## config.mk

```make
export PLATFORM = sky130hd
export DESIGN_NAME = cba_arbiter
export DESIGN_NICKNAME = d
export VERILOG_FILES = /design/src/rtl/cba_pkg.sv /design/src/rtl/cba_grant_cell.sv /design/src/rtl/cba_cmd_reg.sv /design/src/rtl/cba_ack_gen.sv /design/src/rtl/cba_arbiter.sv
export SDC_FILE = /design/constraint.sdc
export NUM_CORES = 1
export LEC_CHECK = 0
export CAP_MARGIN = 0
export CORE_AREA = 2 2 39 41
export DETAILED_ROUTE_END_ITERATION = 8
export DIE_AREA = 0 0 41 43
export SLEW_MARGIN = 20
export SYNTH_ARGS = -nofsm -noshare
export SYNTH_HDL_FRONTEND = slang
export SYNTH_SLANG_ARGS = --single-unit
```

## constraint.sdc

```tcl
create_clock -name clk -period 1.4 [get_ports clk]
set_input_delay 0.14 -clock clk [delete_from_list [all_inputs] [get_ports clk]]
set_output_delay 0.14 -clock clk [all_outputs]
set_load 0.05 [all_outputs]
```

## src/rtl/cba_pkg.sv

```systemverilog
package cba_pkg;

    localparam int NPORT  = 2;
    localparam int CMD_W  = 2;
    localparam int LINE_W = 3;
    localparam int SEL_W  = 2;

    typedef enum logic [CMD_W-1:0] {
        CMD_IDLE = 2'd0,
        CMD_RD   = 2'd1,
        CMD_RDX  = 2'd2,
        CMD_INV  = 2'd3
    } bus_cmd_t;

    typedef enum logic [LINE_W-1:0] {
        L_INV    = 3'd0,
        L_SHR    = 3'd1,
        L_EXC    = 3'd2,
        L_MOD    = 3'd3,
        L_FILL   = 3'd4,
        L_UPG    = 3'd5,
        L_SWAIT  = 3'd6,
        L_SETTLE = 3'd7
    } line_t;

    typedef enum logic [SEL_W-1:0] {
        SEL_NONE = 2'd0,
        SEL_P0   = 2'd1,
        SEL_P1   = 2'd2,
        SEL_RSV  = 2'd3
    } sel_t;

    // A peer copy counts as usable unless it is absent or still filling.
    function automatic logic peer_usable(line_t s);
        return !(s == L_INV || s == L_FILL);
    endfunction

    // Does the arbitration choice name port idx?
    function automatic logic sel_names(logic [SEL_W-1:0] s, int idx);
        return s == SEL_W'(idx + 1);
    endfunction

endpackage

```

## src/rtl/cba_grant_cell.sv

```systemverilog
module cba_grant_cell
    import cba_pkg::*;
#(
    parameter int IDX = 0
) (
    input  logic             clk,
    input  logic             rst,
    input  logic [SEL_W-1:0] sel,
    input  logic             peer_open,
    input  logic             done,
    output logic             open_q
);
    logic open_d;

    always_comb begin
        if (open_q)
            open_d = !done;
        else
            open_d = !peer_open && sel_names(sel, IDX);
    end

    always_ff @(posedge clk) begin
        if (rst) open_q <= 1'b0;
        else     open_q <= open_d;
    end
endmodule

```

## src/rtl/cba_cmd_reg.sv

```systemverilog
module cba_cmd_reg
    import cba_pkg::*;
(
    input  logic             clk,
    input  logic             rst,
    input  logic [NPORT-1:0] open_v,
    input  bus_cmd_t         req_p0,
    input  bus_cmd_t         req_p1,
    output bus_cmd_t         cmd_q
);
    bus_cmd_t cmd_d;

    always_comb begin
        unique case (1'b1)
            open_v[0]: cmd_d = req_p0;
            open_v[1]: cmd_d = req_p1;
            default:   cmd_d = CMD_IDLE;
        endcase
    end

    always_ff @(posedge clk) begin
        if (rst) cmd_q <= CMD_IDLE;
        else     cmd_q <= cmd_d;
    end
endmodule

```

## src/rtl/cba_ack_gen.sv

```systemverilog
module cba_ack_gen
    import cba_pkg::*;
(
    input  line_t peer_state,
    output logic  ack
);
    always_comb ack = peer_usable(peer_state);
endmodule

```

## src/rtl/cba_arbiter.sv

```systemverilog
module cba_arbiter
    import cba_pkg::*;
(
    input  logic                clk,
    input  logic                rst,
    input  logic [SEL_W-1:0]    arb_sel,
    input  logic                done0,
    input  logic                done1,
    input  logic [CMD_W-1:0]    req0,
    input  logic [CMD_W-1:0]    req1,
    input  logic [LINE_W-1:0]   line0,
    input  logic [LINE_W-1:0]   line1,
    output logic                open0,
    output logic                open1,
    output logic [CMD_W-1:0]    bus_cmd,
    output logic                ack0,
    output logic                ack1
);
    logic [NPORT-1:0] open_v;
    logic [NPORT-1:0] done_v;
    logic [NPORT-1:0] ack_v;
    line_t            line_v [NPORT];
    bus_cmd_t         cmd_q;

    assign done_v    = {done1, done0};
    assign line_v[0] = line_t'(line0);
    assign line_v[1] = line_t'(line1);

    for (genvar g = 0; g < NPORT; g++) begin : g_port
        cba_grant_cell #(.IDX(g)) u_grant (
            .clk       (clk),
            .rst       (rst),
            .sel       (arb_sel),
            .peer_open (open_v[NPORT-1-g]),
            .done      (done_v[g]),
            .open_q    (open_v[g])
        );

        cba_ack_gen u_ack (
            .peer_state (line_v[NPORT-1-g]),
            .ack        (ack_v[g])
        );
    end

    cba_cmd_reg u_cmd (
        .clk    (clk),
        .rst    (rst),
        .open_v (open_v),
        .req_p0 (bus_cmd_t'(req0)),
        .req_p1 (bus_cmd_t'(req1)),
        .cmd_q  (cmd_q)
    );

    assign open0   = open_v[0];
    assign open1   = open_v[1];
    assign ack0    = ack_v[0];
    assign ack1    = ack_v[1];
    assign bus_cmd = cmd_q;
endmodule

```

After elaboration in Yosys (flattened, before gate mapping)
Index checks and enable logic that the tools add are counted.
- register bits: 4
- input port bits: 16
- output and inout bits: 6
- word-level logic and storage cells: 22
- equality and inequality tests: 4
- multiplexer cells: 3
- reductions and logical operators: 12
- operators with widths (cell ; count):
    == test 3 bit (second input constant) ; 2
    logical NOT 1 bit ; 6
    logical NOT 3 bit ; 2
    case mux 2 bit (2 select lines) ; 1
    == test 2 x 1 -> 1 bit (second input constant) ; 1
    == test 2 bit (second input constant) ; 1
    logical AND 1 bit ; 2
    logical OR 1 bit ; 2
    two-way mux 1 bit ; 2

Logic depth before layout (Yosys ltp)
- depth after elaboration: 3
- depth in mapped cells: 2
- depth with buffers taken out: 2

Modules after synthesis
From an unflattened synthesis, not the netlist that was laid out.
- cell total of the unflattened synthesis: 16
- area, all modules: 160.2 µm²
- by module, submodules not included (module ; times used ; cells an instance ; area an instance (µm²) ; sequential area each (µm²)):
    cba_grant_cell ; 2 ; 4 ; 42.5 ; 20.0
    cba_cmd_reg ; 1 ; 6 ; 62.6 ; 40.0
    cba_ack_gen ; 2 ; 1 ; 6.3 ; 0.0

Least setup slack after synthesis
No wires, ideal clock.
- path kind: register to register
- start point: reg g_port[0].u_grant.open_q
- end point: reg g_port[1].u_grant.open_q
- library setup time: 0.070 ns
- arrival time: 1.159 ns
- required time: 1.330 ns
- setup slack: 0.171 ns
- cell stages (with the launch flop): 3
- buffers on the path: 0
- clock period less this slack: 1.229 ns
- cell sequence: dfxtp_1 or4b_1 a21oi_1
- word-level cells in the longest chain between the ends: 3
- ends and longest elaborated chain (item ; RTL line ; source):
    from (decl) ; cba_grant_cell.sv:11 ; output logic open_q
    from (signal assigned) ; cba_grant_cell.sv:24 ; else open_q <= open_d;
    logical NOT 1 bit ; cba_grant_cell.sv:19 ; open_d = !peer_open && sel_names(sel, IDX);
    logical AND 1 bit ; cba_grant_cell.sv:19 ;
    two-way mux 1 bit ; cba_grant_cell.sv:16 ; if (open_q)
    to (signal assigned) ; cba_grant_cell.sv:24 ;
    to (decl) ; cba_grant_cell.sv:11 ;
No other way between the ends.
A chain may end at the register's enable or synchronous reset.

Worst setup path after layout
- start point: in line0[1]
- end point: out ack1
- word-level cells in the longest chain between the ends: 3
- elaborated cells between the ends (all ways): 4
- those cells by class: 1 x eq/ne; 3 x reduce/logical
- ends and longest elaborated chain (item ; RTL line ; source):
    from (decl) ; cba_arbiter.sv:11 ; input logic [LINE_W-1:0] line0,
    == test 3 bit or logical NOT 3 bit (tied branches) ; cba_pkg.sv:35 ; return !(s == L_INV || s == L_FILL);
    logical OR 1 bit * ; cba_pkg.sv:35 ;
    logical NOT 1 bit * ; cba_pkg.sv:35 ;
    to (decl) ; cba_arbiter.sv:17 ; output logic ack1
Every way passes the cells marked *; elsewhere a longest branch is shown, timed or not.

==> summary.md <==
## Status
- completed — result of the run

## Power and ir drop
- 0.1574 nW — leak pwr
- 917.0 nW/µm² — cell area power density
- 0.0002092 V — Peak VDD IR

## Global route
- 212 — vias in the first global route
- 0 — number of antenna violations at the first check in global routing
- 0 — overall overflow remaining after global route
- 7 — maximum number of pins on one net before global-route repair
- 752 µm — first-pass GRT wire length
- 7.007% — overall fraction of global-route tracks in use

## Floorplan
- 43 µm — die span in y
- 1384 µm² — core outline area
- 11.48% — initial standard-cell utilization of the core
- 14 — standard-cell rows
- 1763 µm² — die area
- 41 µm — die extent in x
- 22 — Ports

## Setup path
- 1260 ps — critical path data required time
- 2 — reg2reg path depth
- clkdlybuf4s50_1, or2_2, buf_4 — cells traversed along the worst timing path
- clkdlybuf4s50_1 — library cell contributing the largest single delay on the critical path
- output pin — type of element capturing the critical path
- 1 — Critical Path Fanout Max
- 390 ps — longest individual stage delay on the worst path
- primary input — CP Launch Type
- in2out — Setup Crit Path Kind
- 1000 ps — data arrival time at the worst-slack endpoint

## Drt
- 1 — initial DRC count
- 498 µm — overall routed net length
- 0 — remaining routing DRC violations
- 3.741 — ratio of routed vias to standard cells
- 0 — residual antenna-violating net count after detailed routing
- 9.222 µm — Avg WL per Cell
- 202 — total vias in the final route
- 2 — number of iterations in the first detailed-routing pass

## STA
- 0.1656 ps — Clock Skew
- 1144 ps — shortest period the worst path allows
- 0 — number of endpoints failing setup at the final stage
- 0 ps — Total Neg Setup Slack
- 0 — final-report hold violation count
- 83.20% — Max-Slew Margin vs Limit
- 0 — number of pins exceeding their max-slew limit in the final report
- false — setup repair after global routing missed its margin
- 81.68% — Period Utilization, post-route
- 251.7 ps — actual transition at the worst max-transition pin
- 874.5 MHz — achievable clock frequency

## Layout
- 153 — Filler Cell Count
- 28.95% — share of cells above drive strength 1
- 56 — number of nets at the end of the flow
- 0 — number of antenna diodes
- 152.8% — layout overhead on the synthesized area
- 29.02% — core utilization of the finished layout

## Synthesis
- 0 — number of warning messages in the yosys log
- 8 — Netlist cell types
- simple AND/OR/NAND/NOR gates — main combinational cell family by area after synthesis
- 0% — adder-cell share of the synthesized area
- 32 — Post-Syn Nets
- 9.931 µm² — Post-Synthesis Mean Instance Area
- 158.9 µm² — netlist area before placement
- 4 — number of synthesized register bits
- 33.86% — simple-gate share of the synthesized area
- 0% — multiplexer share of the synthesized area
- 16 — number of standard cells after synthesis
- 0% — Synth Area in XOR/XNOR
- 50.39% — share of the yosys chip area belonging to registers
- 15.75% — Compound-Gate Fraction of Synth Area

## Clock network
- 3 — Num CTS Buffers
- 230 ps — Worst-Skew Late Latency
- 2 — maximum number of buffers from clock root to sink
- 40 ps — Clock Pin Slew Worst Setup and Hold Paths
- 0 — number of hold buffers added after cts
- 4 — number of clock sinks
- done — TritonCTS clock tree
- 0 — post_cts resized
- 0 — postcts setup bufs
- 1 — H-tree depth
- clkbuf_4 — library cell used as clock root buffer

## Run
- 0 — number of violations of the max-capacitance limit

## Placed design
- 0.5173 — routability cong.
- 19 — Port Buffers

## Hold path
- in2reg — worst min-delay path category
- 2 — Worst Hold Depth

-- Yosys cell counts --
master / number / area, µm²
a21oi_1: 2 / 10.01
a22oi_1: 2 / 15.01
dfxtp_1: 4 / 80.08
nand2b_1: 1 / 6.260
nor2_1: 2 / 7.510
or2_2: 2 / 12.51
or2b_1: 1 / 7.510
or4b_1: 2 / 20.02
-- worst max-delay path: cells and delay by family --
family / cells / cell delay [ps]
AND/OR/NAND/NOR: 1 / 290
buffers and inverters: 2 / 580
-- kinds of logic after synthesis --
| logic type | count (synthesis) |
|---|---|
| DFF | 4 |
| and+or+nand+nor | 8 |
| AOI/OAI and AO/OA | 4 |
-- path summary, 6_finish.rpt --
| kind | from | end | slack [ps] |
|---|---|---|---|
| max | line0[1] | ack1 | 260 |
| min | rst | u_cmd.cmd_q[1] | 530 |
| max reg2reg | g_port[0].u_grant.open_q | g_port[1].u_grant.open_q | 300 |
| min reg2reg | g_port[1].u_grant.open_q | g_port[1].u_grant.open_q | 580 |
-- power by group --
part           total (W)  internal, W  switching (W)
logic           0.000102    0.0000584      0.0000436
registers       0.000128     0.000120     0.00000718
clock network   0.000139    0.0000956      0.0000431
-- state kept, by name, indices dropped and copies added, names as in the netlist --
name,cells
u_cmd.cmd_q,2
g_port.u_grant.open_q,2
-- metal layers --
metal	routed length, µm	track usage, %
met3	79	1.571
met1	153	4.459
met2	265	11.88
met4	0	10.00
met5	0	0
-- through the flow --
stage	instance area (µm²)	cells	setup WS [ps]	hold slack [ps]	power (W)
6_report	401.6	54	256.5	527.2	0.0003683
5_1_grt	401.6	54	194.9	565.1	0.0003876
4_1_cts	401.6	54	252.1	519.3	0.0003825
3_5_place_dp	379.1	51	134.1	580.5	0.0002323
3_3_place_gp	379.1	51	150.1	576.4	0.0002310
2_1_floorplan	158.9	16	171.3	209.1	0.0001691
-- placed cells by master (no fill, tap or decap), drive strengths merged --
cell type and n:
buf 6, clkbuf 3, a21oi 2, a22oi 2
nor2 2, or4b 2, or2 2, or2b 1
clkdlybuf4s50 13, nand2b 1, dfxtp 4
-- layout make-up --
type | instances | area (µm²) | share of cell area (%)
multi-input combinational | 12 | 78.83 | 19.63
clock buffer | 3 | 22.52 | 5.607
tap | 16 | 20.02 | 4.984
timing repair buffer | 19 | 200.2 | 49.84
sequential | 4 | 80.08 | 19.94
Note: power is estimated with default switching activity, not from simulation.
